`src/rtl/serctl_pkg.sv`:
```
package serctl_pkg;
  localparam int NREG       = 32;
  localparam int DW         = 8;
  localparam int AW         = $clog2(NREG);
  localparam int FRAME_BITS = 16;
  localparam int HDR_BITS   = 8;
  localparam logic [1:0] CHIP_ID = 2'b00;

  // Default register image: register i holds ((i*17) mod 256) ^ 8'hA5.
  function automatic logic [NREG*DW-1:0] default_image();
    logic [NREG*DW-1:0] img;
    img = '0;
    for (int i = 0; i < NREG; i++) begin
      img[i*DW +: DW] = DW'(i * 17) ^ DW'(8'hA5);
    end
    return img;
  endfunction
endpackage

```
`src/rtl/serctl_sync.sv`:
```
module serctl_sync #(
  parameter int W      = 1,
  parameter int STAGES = 2
) (
  input  logic         clk,
  input  logic [W-1:0] d_i,
  output logic [W-1:0] q_o
);
  for (genvar b = 0; b < W; b++) begin : g_bit
    logic [STAGES-1:0] chain;
    always_ff @(posedge clk) begin
      chain <= {chain[STAGES-2:0], d_i[b]};
    end
    assign q_o[b] = chain[STAGES-1];
  end
endmodule

```
`src/rtl/serctl_regbank.sv`:
```
module serctl_regbank #(
  parameter int NREG = 32,
  parameter int DW   = 8,
  parameter int AW   = $clog2(NREG),
  parameter logic [NREG*DW-1:0] INIT = '0
) (
  input  logic               clk,
  input  logic               rst,
  input  logic               we,
  input  logic [AW-1:0]      waddr,
  input  logic [DW-1:0]      wdata,
  input  logic [AW-1:0]      raddr,
  output logic [DW-1:0]      rdata,
  output logic [NREG*DW-1:0] image_o
);
  logic [DW-1:0] mem [NREG];

  always_ff @(posedge clk) begin
    if (rst) begin
      for (int i = 0; i < NREG; i++) mem[i] <= INIT[i*DW +: DW];
    end else if (we) begin
      mem[waddr] <= wdata;
    end
  end

  assign rdata = mem[raddr];

  for (genvar g = 0; g < NREG; g++) begin : g_pack
    assign image_o[g*DW +: DW] = mem[g];
  end

  AST_PD_DEFAULT: assert property (@(posedge clk) rst |=> (image_o == INIT));
  AST_REG_HOLD: assert property (@(posedge clk) disable iff (rst)
    !we |=> $stable(image_o));
endmodule

```
`src/rtl/serctl_frame.sv`:
```
module serctl_frame #(
  parameter int DW         = 8,
  parameter int AW         = 5,
  parameter int FRAME_BITS = 16,
  parameter int HDR_BITS   = 8,
  parameter logic [1:0] CHIP_ID = 2'b00
) (
  input  logic          clk,
  input  logic          rst,
  input  logic          csn_q,
  input  logic          sclk_rise,
  input  logic          sclk_fall,
  input  logic          sdi_q,
  input  logic [DW-1:0] rd_data,
  output logic [AW-1:0] reg_addr,
  output logic          wr_en,
  output logic [DW-1:0] wr_data,
  output logic          sdo_o,
  output logic          sdo_oe_o
);
  localparam int CW = $clog2(FRAME_BITS + 2);
  localparam logic [CW-1:0] CNT_MAX  = '1;
  localparam logic [CW-1:0] CNT_HDR1 = CW'(HDR_BITS - 1);
  localparam logic [CW-1:0] CNT_HDR  = CW'(HDR_BITS);
  localparam logic [CW-1:0] CNT_FULL = CW'(FRAME_BITS);

  logic [CW-1:0]       cnt;
  logic [DW-1:0]       shin;
  logic [HDR_BITS-1:0] hdr;
  logic [DW-1:0]       shout;
  logic                load_pend;
  logic                rd_active;
  logic                csn_d;

  wire       csn_rise = csn_q & ~csn_d;
  wire [1:0] hdr_chip = hdr[HDR_BITS-1 -: 2];
  wire       hdr_rw   = hdr[AW];

  always_ff @(posedge clk) begin
    if (rst) csn_d <= 1'b1;
    else     csn_d <= csn_q;
  end

  always_ff @(posedge clk) begin
    if (rst || csn_q) begin
      cnt       <= '0;
      shin      <= '0;
      load_pend <= 1'b0;
      rd_active <= 1'b0;
      shout     <= '0;
      sdo_o     <= 1'b0;
      sdo_oe_o  <= 1'b0;
      if (rst) hdr <= '0;
      else if (!csn_rise) hdr <= '0;
    end else begin
      load_pend <= sclk_rise && (cnt == CNT_HDR1);
      if (sclk_rise) begin
        shin <= {shin[DW-2:0], sdi_q};
        if (cnt != CNT_MAX) cnt <= cnt + 1'b1;
        if (cnt == CNT_HDR1) hdr <= {shin[HDR_BITS-2:0], sdi_q};
      end
      if (load_pend && hdr_chip == CHIP_ID && !hdr_rw) begin
        rd_active <= 1'b1;
        shout     <= rd_data;
      end
      if (sclk_fall && rd_active && cnt >= CNT_HDR && cnt < CNT_FULL) begin
        sdo_o    <= shout[DW-1];
        shout    <= {shout[DW-2:0], 1'b0};
        sdo_oe_o <= 1'b1;
      end
    end
  end

  assign reg_addr = hdr[AW-1:0];
  assign wr_data  = shin;
  assign wr_en    = csn_rise && (cnt == CNT_FULL) && (hdr_chip == CHIP_ID) && hdr_rw;

  AST_OE_IDLE: assert property (@(posedge clk) disable iff (rst)
    csn_q |=> !sdo_oe_o);
  AST_OE_RDONLY: assert property (@(posedge clk) disable iff (rst)
    sdo_oe_o |-> rd_active);
  AST_WR_NO_DRIVE: assert property (@(posedge clk) disable iff (rst)
    wr_en |-> !sdo_oe_o);
endmodule

```
`src/rtl/serctl_port.sv`:
```
module serctl_port
  import serctl_pkg::*;
#(
  parameter int NREG_P = NREG,
  parameter int DW_P   = DW,
  parameter logic [NREG_P*DW_P-1:0] DEFAULTS = default_image()
) (
  input  logic                   clk,
  input  logic                   pdn_n,
  input  logic                   csn,
  input  logic                   sclk,
  input  logic                   sdi,
  output logic                   sdo,
  output logic                   sdo_oe,
  output logic [NREG_P*DW_P-1:0] regs_o
);
  localparam int AW_P = $clog2(NREG_P);

  logic [3:0]      pins_q;
  logic            rst;
  logic            csn_q, sclk_q, sdi_q, sclk_d;
  logic            wr_en;
  logic [AW_P-1:0] reg_addr;
  logic [DW_P-1:0] wr_data, rd_data;

  serctl_sync #(.W(4), .STAGES(2)) u_sync (
    .clk (clk),
    .d_i ({pdn_n, csn, sclk, sdi}),
    .q_o (pins_q)
  );

  assign rst    = ~pins_q[3];
  assign csn_q  = pins_q[2];
  assign sclk_q = pins_q[1];
  assign sdi_q  = pins_q[0];

  always_ff @(posedge clk) begin
    if (rst) sclk_d <= 1'b0;
    else     sclk_d <= sclk_q;
  end

  serctl_frame #(
    .DW(DW_P), .AW(AW_P), .FRAME_BITS(FRAME_BITS),
    .HDR_BITS(HDR_BITS), .CHIP_ID(CHIP_ID)
  ) u_frame (
    .clk       (clk),
    .rst       (rst),
    .csn_q     (csn_q),
    .sclk_rise (sclk_q & ~sclk_d),
    .sclk_fall (~sclk_q & sclk_d),
    .sdi_q     (sdi_q),
    .rd_data   (rd_data),
    .reg_addr  (reg_addr),
    .wr_en     (wr_en),
    .wr_data   (wr_data),
    .sdo_o     (sdo),
    .sdo_oe_o  (sdo_oe)
  );

  serctl_regbank #(.NREG(NREG_P), .DW(DW_P), .AW(AW_P), .INIT(DEFAULTS)) u_bank (
    .clk     (clk),
    .rst     (rst),
    .we      (wr_en),
    .waddr   (reg_addr),
    .wdata   (wr_data),
    .raddr   (reg_addr),
    .rdata   (rd_data),
    .image_o (regs_o)
  );
endmodule

```
`config.mk`:
```
export PLATFORM = sky130hd
export DESIGN_NAME = serctl_port
export DESIGN_NICKNAME = d
export VERILOG_FILES = /design/src/rtl/serctl_pkg.sv /design/src/rtl/serctl_sync.sv /design/src/rtl/serctl_regbank.sv /design/src/rtl/serctl_frame.sv /design/src/rtl/serctl_port.sv
export SDC_FILE = /design/constraint.sdc
export NUM_CORES = 1
export LEC_CHECK = 0
export ABC_AREA = 1
export CELL_PAD_IN_SITES_DETAIL_PLACEMENT = 0
export CELL_PAD_IN_SITES_GLOBAL_PLACEMENT = 1
export CORE_ASPECT_RATIO = 1.2
export CORE_MARGIN = 5
export CORE_UTILIZATION = 43
export DETAILED_ROUTE_END_ITERATION = 12
export PLACE_DENSITY_LB_ADDON = 0.1
export SLEW_MARGIN = 40
export SYNTH_ARGS = -nofsm -noshare
export SYNTH_HDL_FRONTEND = slang
export SYNTH_HIERARCHICAL = 1
export SYNTH_SLANG_ARGS = --single-unit
```
`constraint.sdc`:
```
create_clock -name clk -period 4.05 [get_ports clk]
set_input_delay 0.405 -clock clk [delete_from_list [all_inputs] [get_ports clk]]
set_output_delay 0.405 -clock clk [all_outputs]
set_load 0.05 [all_outputs]
```
==> PnR_summary.wiki <==
{| class="wikitable"
! Metric !! Value
|-
| Result of the run || finished, final reports clean
|-
| EDFF count, synth || 264
|-
| CTS Buf Count || 30
|-
| Switching share of total power || 0.2525
|-
| Shortest clock period the worst path allows after layout || 2601 ps
|-
| Placement-stage cell area || 0.01668 mm²
|-
| Final antenna diode count || 0
|-
| Cts hold-fix bufs || 0
|-
| Top-Level Pins || 263
|-
| Critical path class || reg2reg
|-
| Average cell area after synthesis || 9.355 µm²
|-
| Fraction of layout instances using a drive strength above 1 || 0.08907
|-
| Count of distinct cell types in the synthesized netlist || 27
|-
| Ranking of synthesized cells by area || edfxtp_1 57%, nand2_1 15%, nand3_1 7.2%, dfxtp_1 5.0%, nor2_1 4.4%
|-
| Required time of the critical path || 4270 ps
|-
| Area of the core region || 0.03216 mm²
|-
| Max-slew violation count || 0
|-
| Number of cell instances on the worst register-to-register path || 7
|-
| Async set-reset flop share out of synthesis || 0
|-
| Yosys synthesis warning count || 6
|-
| Portion of total power attributed to the clock network || 0.403
|-
| Global routing met2 resource utilization || 0.4355
|-
| Post-detailed-placement half-perimeter wirelength || 32610 µm
|-
| Synth Instances || 1494
|-
| Total global-route track usage || 0.2527
|-
| Leakage power total || 6.344 nW
|-
| CTS-repair resized insts || 0
|-
| WP data arrival || 2820 ps
|-
| Layout filler cell count || 2937
|-
| Crit Reg-Reg Endpoint || u_bank/mem[26][3]$_SDFFCE_PN1P_
|-
| DRC viols || 0
|-
| TritonCTS clock tree || yes
|-
| 1st-iter DRT viols || 831
|-
| Number of buffers added for setup after CTS || 0
|-
| Number of buffers on the longest clock path || 3
|-
| Vias in the first global route || 11070
|-
| Capturing element of the worst setup path || u_bank/mem[26][3]$_SDFFCE_PN1P_
|-
| Cell type with the largest total area after synthesis || edfxtp_1
|-
| Total internal power || 0.005343 W
|-
| Footprint of the multi-input gates || 0.004448 mm²
|-
| Maximum operating frequency || 0.3845 GHz
|-
| Final instance area || 0.01772 mm²
|-
| Final setup TNS || 0 ps
|-
| Number of nets produced by synthesis || 1502
|-
| Total wire length after detailed routing || 47400 µm
|-
| Floorplan die width || 174.6 µm
|-
| Die Ht || 207.5 µm
|-
| Worst Setup End Kind || register
|-
| Top_reg_cell synth || edfxtp_1
|-
| Crit. Startpoint || u_frame/hdr[1]$_SDFFCE_PP0P_
|-
| Wire length of the first global-routing pass || 69520 µm
|-
| Die area || 0.03622 mm²
|-
| Global placer's final weighted congestion || 0.8660
|-
| Area share of the largest cell type after synthesis || 0.5672
|-
| Highest fanout seen on the critical path || 67
|-
| Slew margin rel. || 0.4413
|-
| Most Used Layer, Global Route || met2
|-
| Residual antenna-violating net count after detailed routing || 0
|-
| Startpoint kind of the worst setup timing path || register
|-
| Slack of the worst reg-to-reg path || 1450 ps
|-
| Register Area || 0.008628 mm²
|-
| DR vias || 11320
|-
| Clock slew at reported path FFs || 60 ps
|-
| Clock Latency Late Sink || 550 ps
|-
| Commonest cells post-synth || 555 x nand2_1, 264 x edfxtp_1, 202 x nand3_1
|-
| Final clock period utilization by the worst path || 0.6422
|-
| Global-route met3 utilization || 0.04153
|-
| Detail-routed via count per cell || 5.301
|-
| Met1 Usage GRT || 0.3201
|-
| First drt pass iteration count || 5
|-
| Largest net degree at the start of global routing || 74
|-
| H-tree levels || 1
|-
| Power density cells || 403.4 mW/mm²
|-
| Yosys reg bits || 299
|-
| Clock Skew || 14.98 ps
|-
| Standard-cell rows || 72
|-
| Sequential element share of the synthesized area || 0.6174
|-
| Library cell with the highest instance count after synthesis || nand2_1
|-
| Worst hold margin || 290.0 ps
|-
| Min-Delay Path Class || in2reg
|-
| Final Hold Fails || 0
|-
| Port Buf Inserts || 262
|-
| Summed instance area of the synthesized netlist || 0.01398 mm²
|-
| Endpoints failing setup || 0
|-
| Max-Cap Viols || 0
|-
| Clk root buf || clkbuf_16
|-
| Net total in the final layout || 1714
|-
| Worst VDD drop || 0.2794 mV
|-
| Power share of the sequential group || 0.485
|-
| Setup repair after global routing missed its margin || false
|-
| Number of antenna violations at the first check in global routing || 0
|-
| Area growth from synthesis to layout || 26.79%
|-
| Sw power || 0.001805 W
|-
| Gate power share || 0.113
|-
| Measured slew at the worst slew-check pin || 838.1 ps
|-
| Launch point of the worst reg-to-reg path || u_frame/hdr[1]$_SDFFCE_PP0P_
|-
| Starting density of the core || 0.4346
|-
| Routed wire length per instance || 22.19 µm
|-
| Global route overflow || 0
|-
| Origin of the worst min-delay path || sclk
|-
| Clk sinks || 299
|}
[worst max-delay path, cell delays in order, from the launching register on]
cell and delay [ps]:
edfxtp_1 360, buf_4 650, inv_1 170, nor3_2 240
inv_2 250, nor2_4 260, inv_2 70, nand2_1 260
[stage by stage]
stage | instances | power, W | util | setup slack [ps]
final | 2136 | 0.007148 | 0.5510 | 1449
after CTS | 2136 | 0.007187 | 0.5510 | 1471
after floorplan | 1494 | 0.004068 | - | 2091
after detailed placement | 2081 | 0.004334 | 0.5186 | 1481
after global routing | 2136 | 0.007369 | 0.5510 | 1289
after global placement | 2081 | 0.004329 | 0.5177 | 1523
[logic make-up (layout without fill, tap and decap cells)]
kind of cell / Yosys count / after routing / synth area share
adder cells (fa/ha/maj): 3 / 3 / 0.002686
buffers and inverters: 182 / 417 / 0.06517
flip-flops: 299 / 299 / 0.6174
AND/OR/NAND/NOR: 983 / 983 / 0.3051
AO/OA/AOI/OAI: 27 / 27 / 0.009669
[power by group through the flow]
stage	clock (W)	combinational, W	sequential, W
final	0.00288	0.000805	0.00346
after global routing	0.00304	0.000864	0.00347
after CTS	0.00292	0.000807	0.00346
after detailed placement	0	0.000805	0.00353
after global placement	0	0.000800	0.00353
after floorplan	0	0.000386	0.00368
[layout make-up]
type / instances / share of cell area
Inverter: 88 / 0.02069
Tap cell: 407 / 0.02874
Multi-Input combinational cell: 1013 / 0.2510
Sequential cell: 299 / 0.4869
Clock buffer: 41 / 0.05062
Timing Repair Buffer: 274 / 0.1538
Clock inverter: 14 / 0.008261
[per-layer routing]
metal / wire length (µm) / share of wire
met5: 0 / 0
met4: 2008 / 0.042
met3: 3657 / 0.077
met2: 23330 / 0.49
met1: 18400 / 0.39
[cells in the final DEF (no fill, tap or decap), drive strengths merged]
| master | synthesis | final |
|---|---|---|
| inv | 86 | 86 |
| dfxtp | 35 | 35 |
| clkinv | 1 | 12 |
| clkdlybuf4s50 | 0 | 262 |
| nor3 | 15 | 15 |
| nand3 | 202 | 202 |
| nand4 | 1 | 1 |
| clkbuf | 36 | 41 |
| nand3b | 6 | 6 |
| nand2 | 557 | 557 |
| nor2 | 201 | 201 |
| a21oi | 14 | 14 |
| o21ai | 13 | 13 |
| buf | 58 | 12 |
| nor3b | 1 | 1 |
| bufinv | 1 | 4 |
| edfxtp | 264 | 264 |
| ha | 3 | 3 |
[how the worst min path moves through the flow]
stage	to	slack, ps	cells after the start
floorplan	u_sync/g_bit[0].chain[1]$_DFF_P_	310	0
global placement	u_sync/g_bit[1].chain[1]$_DFF_P_	310	0
detailed placement	u_sync/g_bit[3].chain[1]$_DFF_P_	310	0
CTS	u_sync/g_bit[1].chain[0]$_DFF_P_	270	1
global route	u_sync/g_bit[1].chain[0]$_DFF_P_	280	1
finish	u_sync/g_bit[1].chain[0]$_DFF_P_	290	1
[state kept, by name, summed over array words and instances (netlist names), 5 cells and up]
signal / count
u_bank/mem: 256
u_frame/cnt: 5
u_frame/hdr: 8
u_frame/shout: 8
u_frame/wr_data: 8
u_sync/g_bit.chain: 8
Power figures use the tool's default switching activity.
